<file path="src/rtl/rtc_pkg.sv">
package rtc_pkg;
  localparam int BYTE_W = 8;

  typedef struct packed {
    logic [BYTE_W-1:0] cent;
    logic [BYTE_W-1:0] year;
    logic [BYTE_W-1:0] month;
    logic [BYTE_W-1:0] date;
    logic [BYTE_W-1:0] day;
    logic [BYTE_W-1:0] hour;
    logic [BYTE_W-1:0] min;
    logic [BYTE_W-1:0] sec;
  } rtc_time_t;

  localparam rtc_time_t RESET_TIME = '{cent: 8'h20, year: 8'h00, month: 8'h01,
                                       date: 8'h01, day: 8'h01, hour: 8'h00,
                                       min: 8'h00, sec: 8'h00};

  function automatic logic [7:0] bcd_inc(input logic [7:0] v);
    if (v[3:0] >= 4'h9) return {v[7:4] + 4'h1, 4'h0};
    return {v[7:4], v[3:0] + 4'h1};
  endfunction

  function automatic logic [7:0] month_len(input logic [7:0] m, input logic [7:0] y);
    int yb;
    yb = int'(y[7:4]) * 10 + int'(y[3:0]);
    case (m)
      8'h02: return ((yb % 4) == 0) ? 8'h29 : 8'h28;
      8'h04, 8'h06, 8'h09, 8'h11: return 8'h30;
      default: return 8'h31;
    endcase
  endfunction
endpackage

</file>
<file path="src/rtl/rtc_calendar_next.sv">
module rtc_calendar_next
  import rtc_pkg::*;
(
  input  rtc_time_t cur,
  output rtc_time_t nxt
);
  always_comb begin
    nxt = cur;
    if (cur.sec == 8'h59) begin
      nxt.sec = 8'h00;
      if (cur.min == 8'h59) begin
        nxt.min = 8'h00;
        if (cur.hour == 8'h23) begin
          nxt.hour = 8'h00;
          nxt.day  = (cur.day >= 8'h07) ? 8'h01 : bcd_inc(cur.day);
          if (cur.date >= month_len(cur.month, cur.year)) begin
            nxt.date = 8'h01;
            if (cur.month >= 8'h12) begin
              nxt.month = 8'h01;
              if (cur.year == 8'h99) begin
                nxt.year = 8'h00;
                nxt.cent = (cur.cent == 8'h99) ? 8'h00 : bcd_inc(cur.cent);
              end else begin
                nxt.year = bcd_inc(cur.year);
              end
            end else begin
              nxt.month = bcd_inc(cur.month);
            end
          end else begin
            nxt.date = bcd_inc(cur.date);
          end
        end else begin
          nxt.hour = bcd_inc(cur.hour);
        end
      end else begin
        nxt.min = bcd_inc(cur.min);
      end
    end else begin
      nxt.sec = bcd_inc(cur.sec);
    end
  end
endmodule

</file>
<file path="src/rtl/rtc_live_counter.sv">
module rtc_live_counter
  import rtc_pkg::*;
(
  input  logic      clk,
  input  logic      rst,
  input  logic      inc,
  input  logic      load,
  input  rtc_time_t load_val,
  output rtc_time_t live
);
  rtc_time_t nxt;

  rtc_calendar_next u_next (.cur(live), .nxt(nxt));

  always_ff @(posedge clk) begin
    if (rst)       live <= RESET_TIME;
    else if (load) live <= load_val;
    else if (inc)  live <= nxt;
  end

  // the counters move only on an increment or a load
  assert_hold_without_step_R2: assert property (@(posedge clk) disable iff (rst)
    (!inc && !load) |=> $stable(live));
endmodule

</file>
<file path="src/rtl/rtc_shadow_copies.sv">
module rtc_shadow_copies
  import rtc_pkg::*;
#(
  parameter int ADDR_W = 4
) (
  input  logic              clk,
  input  logic              rst,
  input  logic              refresh,
  input  rtc_time_t         live,
  input  logic              wr_en,
  input  logic [ADDR_W-1:0] addr,
  input  logic [BYTE_W-1:0] wdata,
  output rtc_time_t         copies
);
  localparam logic [ADDR_W-1:0] OFS_YEAR  = ADDR_W'(15);
  localparam logic [ADDR_W-1:0] OFS_MONTH = ADDR_W'(14);
  localparam logic [ADDR_W-1:0] OFS_DATE  = ADDR_W'(13);
  localparam logic [ADDR_W-1:0] OFS_DAY   = ADDR_W'(12);
  localparam logic [ADDR_W-1:0] OFS_HOUR  = ADDR_W'(11);
  localparam logic [ADDR_W-1:0] OFS_MIN   = ADDR_W'(10);
  localparam logic [ADDR_W-1:0] OFS_SEC   = ADDR_W'(9);
  localparam logic [ADDR_W-1:0] OFS_CENT  = ADDR_W'(1);

  always_ff @(posedge clk) begin
    if (rst) begin
      copies <= RESET_TIME;
    end else if (refresh) begin
      copies <= live;
    end else if (wr_en) begin
      case (addr)
        OFS_YEAR:  copies.year  <= wdata;
        OFS_MONTH: copies.month <= wdata;
        OFS_DATE:  copies.date  <= wdata;
        OFS_DAY:   copies.day   <= wdata;
        OFS_HOUR:  copies.hour  <= wdata;
        OFS_MIN:   copies.min   <= wdata;
        OFS_SEC:   copies.sec   <= {1'b0, wdata[BYTE_W-2:0]};
        OFS_CENT:  copies.cent  <= wdata;
        default: ;
      endcase
    end
  end

  // without a refresh or a bus write the copies stay put
  assert_copies_frozen_R5: assert property (@(posedge clk) disable iff (rst)
    (!refresh && !wr_en) |=> $stable(copies));
endmodule

</file>
<file path="src/rtl/rtc_shadow_bank.sv">
module rtc_shadow_bank
  import rtc_pkg::*;
#(
  parameter int ADDR_W = 4
) (
  input  logic              clk,
  input  logic              rst,
  input  logic              tick,
  input  logic              cs,
  input  logic              we,
  input  logic [ADDR_W-1:0] addr,
  input  logic [7:0]        wdata,
  output logic [7:0]        rdata
);
  localparam logic [ADDR_W-1:0] OFS_CTRL = ADDR_W'(8);
  localparam logic [ADDR_W-1:0] OFS_SEC  = ADDR_W'(9);

  logic      read_q, write_q, stop_q, pending;
  logic      wr, wr_ctrl, load, freeze, count_en;
  rtc_time_t live, copies, load_val;

  assign wr       = cs && we;
  assign wr_ctrl  = wr && (addr == OFS_CTRL);
  assign load     = wr_ctrl && write_q && !wdata[7];
  assign freeze   = read_q || write_q;
  assign count_en = tick && !stop_q && !load;

  always_comb begin
    load_val = copies;
    load_val.sec[7] = 1'b0;
  end

  always_ff @(posedge clk) begin
    if (rst) begin
      read_q  <= 1'b0;
      write_q <= 1'b0;
      stop_q  <= 1'b0;
      pending <= 1'b0;
    end else begin
      pending <= count_en && !freeze;
      if (wr_ctrl) begin
        write_q <= wdata[7];
        read_q  <= wdata[6];
      end
      if (wr && addr == OFS_SEC) stop_q <= wdata[7];
    end
  end

  rtc_live_counter u_live (
    .clk(clk), .rst(rst), .inc(count_en), .load(load),
    .load_val(load_val), .live(live)
  );

  rtc_shadow_copies #(.ADDR_W(ADDR_W)) u_copies (
    .clk(clk), .rst(rst), .refresh(pending), .live(live),
    .wr_en(wr), .addr(addr), .wdata(wdata), .copies(copies)
  );

  always_comb begin
    rdata = 8'h00;
    if (cs) begin
      case (addr)
        ADDR_W'(15): rdata = copies.year;
        ADDR_W'(14): rdata = copies.month;
        ADDR_W'(13): rdata = copies.date;
        ADDR_W'(12): rdata = copies.day;
        ADDR_W'(11): rdata = copies.hour;
        ADDR_W'(10): rdata = copies.min;
        OFS_SEC:     rdata = {stop_q, copies.sec[6:0]};
        OFS_CTRL:    rdata = {write_q, read_q, 6'b0};
        ADDR_W'(1):  rdata = copies.cent;
        default:     rdata = 8'h00;
      endcase
    end
  end

  // reset clears the freeze and stop bits
  assert_flags_clear_R1: assert property (@(posedge clk)
    rst |=> (!read_q && !write_q && !stop_q));

  // a falling WRITE commits the copies to the counters
  assert_load_commits_R8: assert property (@(posedge clk) disable iff (rst)
    load |=> (live == $past(load_val)));

  // while stopped the counters change only through a load
  assert_stop_holds_R9: assert property (@(posedge clk) disable iff (rst)
    (stop_q && !load) |=> $stable(live));

  // a pending refresh copies the counters verbatim
  assert_refresh_copies_R4: assert property (@(posedge clk) disable iff (rst)
    pending |=> (copies == $past(live)));
endmodule

</file>
<file path="config.mk">
export PLATFORM = sky130hd
export DESIGN_NAME = rtc_shadow_bank
export DESIGN_NICKNAME = d
export VERILOG_FILES = /design/src/rtl/rtc_pkg.sv /design/src/rtl/rtc_calendar_next.sv /design/src/rtl/rtc_live_counter.sv /design/src/rtl/rtc_shadow_copies.sv /design/src/rtl/rtc_shadow_bank.sv
export SDC_FILE = /design/constraint.sdc
export NUM_CORES = 1
export LEC_CHECK = 0
export ABC_AREA = 1
export ABC_CLOCK_PERIOD_IN_PS = 3350
export BUFFER_PORTS_ARGS = -buffer_cell sky130_fd_sc_hd__buf_2
export CAP_MARGIN = 10
export CORE_ASPECT_RATIO = 0.6
export CORE_MARGIN = 3
export CORE_UTILIZATION = 60
export DETAILED_ROUTE_END_ITERATION = 7
export PLACE_DENSITY = 0.78
export SETUP_SLACK_MARGIN = 0.3
export SKIP_LAST_GASP = 1
export SLEW_MARGIN = 10
export SYNTH_ARGS = -nofsm -noshare
export SYNTH_HDL_FRONTEND = slang
export SYNTH_HIERARCHICAL = 1
export SYNTH_SLANG_ARGS = --single-unit
</file>
<file path="constraint.sdc">
create_clock -name clk -period 3.35 [get_ports clk]
set_input_delay 0.67 -clock clk [delete_from_list [all_inputs] [get_ports clk]]
set_output_delay 0.67 -clock clk [all_outputs]
set_load 0.05 [all_outputs]
</file>
# Word-level counts from Yosys, hierarchy flattened

Index checks and enable logic that the tools add are counted.

$add $sub $neg: 17
Multiply operators: 1
Order comparisons: 11
Eq/ne operators: 19
Mux-type cells: 87
Bitwise gates (word level): 1
Reductions and logical operators: 65

Operators by type and width:

| kind                                                 | count |
|---|---|
| 2-to-1 mux 8 bit                                     | 37 |
| 2-to-1 mux 64 bit                                    | 4 |
| case mux 8 bit (9 select lines)                      | 1 |
| adder 4 x 1 -> 4 bit (second input constant)         | 16 |
| 2-to-1 mux 56 bit                                    | 1 |
| 2-to-1 mux 48 bit                                    | 1 |
| 2-to-1 mux 40 bit                                    | 1 |
| 2-to-1 mux 1 bit                                     | 39 |
| nonzero test 2 bit                                   | 17 |
| equality test 4 bit (second input constant)          | 8 |
| >= comparator 4 bit (second input constant)          | 8 |
| zero test 32 bit                                     | 1 |
| 2-to-1 mux 24 bit                                    | 1 |
| nonzero test 3 bit                                   | 8 |
| AND reduction 2 bit                                  | 11 |
| equality test 8 x 3 -> 1 bit (second input constant) | 2 |
| equality test 8 x 7 -> 1 bit (second input constant) | 2 |
| equality test 8 bit (second input constant)          | 2 |
| 2-to-1 mux 16 bit                                    | 1 |
| AND reduction 5 bit                                  | 3 |
| AND reduction 7 bit                                  | 2 |
| AND reduction 6 bit                                  | 2 |
| case mux 5 bit (2 select lines)                      | 1 |
| equality test 8 x 2 -> 1 bit (second input constant) | 1 |
| other kinds (18)                                     | 31 |

Register bits after elaboration: 131

# Longest topological paths before layout

Depth after elaboration: 25
Mapped depth: 24
Gate-level depth less buffers: 24

# Modules after synthesis

The synthesis kept the hierarchy.

Modules (own cells, without submodules):

| module            | instances | cells an instance | area an instance (um^2) | sequential area each (um^2) |
|---|---|---|---|---|
| rtc_shadow_copies | 1         | 445               | 3101.7                  | 1281.2 |
| rtc_live_counter  | 1         | 477               | 3021.6                  | 1281.2 |
| rtc_calendar_next | 1         | 440               | 2413.6                  | 0.0 |
| rtc_shadow_bank   | 1         | 183               | 887.1                   | 80.1 |

# Least setup slack after synthesis

No wires, ideal clock.

Path type: input-to-output
From: input port addr[1]
To: output port rdata[7]
Arrival: 1.986 ns
Data required time: 2.680 ns
Slack: 0.694 ns
Cell stages on the path: 7
Path buffers: 1
Cells stage by stage: inv_2 nor2_2 buf_2 nand3_1 nand2_1 nor2_1 a21oi_1

Longest elaborated chain between the ends: 3
Elaborated cells between the ends (all ways): 11
Those cells by class: 9 x eq/ne; 2 x mux

Ends and longest elaborated chain:

| what                                                                       | line                  | RTL |
|---|---|---|
| start: declaration                                                         | rtc_shadow_bank.sv:11 | `input logic [ADDR_W-1:0] addr,` |
| equality test 4 x 1 -> 1 bit / equality test 4 bit (equally long branches) | rtc_shadow_bank.sv:62 | `case (addr)` |
| case mux 8 bit (9 select lines) (*)                                        | rtc_shadow_bank.sv:62 |  |
| 2-to-1 mux 8 bit (*)                                                       | rtc_shadow_bank.sv:61 | `if (cs) begin` |
| end: declaration                                                           | rtc_shadow_bank.sv:13 | `output logic [7:0] rdata` |

Every way passes the cells marked *; elsewhere a longest branch is shown, timed or not.

# Worst setup path after layout

From: input port addr[0]
To: output port rdata[1]

The elaborated chain is that of the path after synthesis.

==> out/results.tsv <==
metric	value	unit
status	finished, final reports clean	
chip height	103	µm
setup repair after global routing missed its margin	no	
routed vias	10400	
Total Neg Setup Slack	0	ps
CTS tree	yes	
Max IR drop VDD	296	µV
via-per-instance ratio	5.93	
total gr overflow	0	
Cell Pwr Density	385	nW/µm²
Pre-antenna DRT Iters	6	
gr usage total	35.7	%
WP data required	2680	ps
Crit path arrival time	2210	ps
Setup crit start	addr[0]	
worst relative slew slack	47.2	%
count of pins over their slew limit	0	
fin crit share	85.9	%
layout cells sized above 1	10.3	%
Setup crit start kind	input port	
Tmin final	2880	ps
clock skew	14.4	ps
Tot Pwr	3.98	mW
per-cell routed wire length	17.4	µm
CP max-delay cell	nor2_2	
detailed router's first-iteration violation count	1303	
HPWL after DPL	20.8	mm
clk_lat worst skew	420	ps
# rows	34	
Max-Cap Viols	0	
Syn Std Cell Area	9390	µm²
largest net degree at the start of global routing	67	
Syn Inst Count	1541	
remaining antenna violation count	0	
number of buffers added on ports	24	
# DRC	0	
Ys Warns	6	
Worst Setup End Kind	primary output	
worst hold start	u_copies/copies[36]$_SDFFE_PP0P_	
clock transition at the registers of the reported paths	60	ps
antenna violations before repair	0	
worst r2r src	u_live/live[52]$_SDFFE_PP0P_	
Final Hold Viols	0	
CTS root buf	clkbuf_16	
# IOs	25	
initial cell density of the core	63.1	%
Net count, final	1613	
clock sinks	131	
CTS HTree Levels	4	
Post-Syn Area per Cell	6.09	µm²
reg2reg setup slack	500	ps
Worst Tran Pin Value	792	ps
fmax	348	MHz
number of global-route vias before repair	9036	
Net Count, Synth	1603	
Worst Path Max Fanout	13	
first-pass GRT wire length	48.7	mm
setup violators final	0	
GPL Wtd Cong	1.05	
Antenna Cells	0	
Post-Route WL	30.6	mm
Max stage delay on crit path	440	ps
type of the worst setup path	in2out	
Leakage	5.12	nW
CTS Buf Count	17	
HP Class	reg2reg	
core area	14900	µm²
Synth-to-Final Area Change	10.2	%
die span in x	168	µm
Critical Path, Cell by Cell	buf_2 > inv_2 > nor2_2 > nand3_1 > nand2_1 > nor2_1 > nand3_1 > nand2_1 > inv_1 > buf_2	
die area	17200	µm²
CTS Buffer Depth	2	
[worst paths after layout]
path,cells past startpoint,end
worst min register to register,2,u_copies/copies[36]$_SDFFE_PP0P_
worst max register to register,19,u_live/live[44]$_SDFFE_PP0P_
worst min-delay path,2,u_copies/copies[36]$_SDFFE_PP0P_
worst max-delay path,10,rdata[1]
[registers in the layout, summed over array words and instances, names as in the netlist]
name / cells
u_live/live: 64
u_copies/copies: 63
pending: 1
read_q: 1
stop_q: 1
write_q: 1
[stage by stage]
| stage | hold WS [ps] | area (µm²) | utilization [%] | instances | setup WS [ps] |
|---|---|---|---|---|---|
| detailed placement | 478 | 9590 | 64.4 | 1720 | 104 |
| floorplan | 443 | 9390 | - | 1541 | 694 |
| CTS | 496 | 10200 | 68.8 | 1757 | 338 |
| global placement | 470 | 9590 | 64.4 | 1720 | 197 |
| finish | 503 | 10300 | 69.5 | 1762 | 473 |
| global route | 512 | 10300 | 69.5 | 1762 | 281 |
[power breakdown]
group,total (mW),internal [mW],switching (mW),leakage (nW)
combinational,0.392,0.0996,0.293,3.77
clock,1.93,1.19,0.741,0.286
sequential,1.66,1.60,0.0540,1.07
total,3.98,2.90,1.09,5.12
[routing by layer]
| metal | vias up | global-route usage (%) | wire length (µm) |
|---|---|---|---|
| li1 | 4949 | - | - |
| met1 | 4728 | 52.3 | 13400 |
| met2 | 701 | 50.2 | 12000 |
| met3 | 64 | 11.5 | 4560 |
| met4 | 0 | 10.2 | 704 |
| met5 | - | 0 | 0 |
[cells in the final DEF (no fill, tap or decap), types with 13 or more instances in the layout]
master,n
a21oi_1,96
buf_2,24
buf_4,28
clkbuf_16,17
dfxtp_1,126
ha_1,44
inv_1,181
inv_2,17
nand2_1,495
nand2_4,13
nand3_1,271
nor2_1,95
o21ai_0,37
[timing repair]
| action | CTS | global route |
|---|---|---|
| setup endpoints to repair | 22 | 29 |
| hold buffers | 0 | 0 |
| buffers inserted | 3 | 5 |
| resized for setup | 2 | 21 |
| pin swaps | 1 | 5 |
| cloned | 2 | 0 |
[critical path, delay by kind of cell]
family        cells  cell delay (ps)
buf+inv           4              570
simple gates      6              960
[cell type report]
| class | count | area (µm²) |
|---|---|---|
| multi-input combinational | 1148 | 5750 |
| fill | 1362 | 4540 |
| sequential | 131 | 2630 |
| inverter | 199 | 747 |
| clock buffer | 20 | 447 |
| timing repair buffer | 54 | 370 |
| tap | 198 | 248 |
| clock inverter | 12 | 158 |
(Power assumes the default switching activity.)
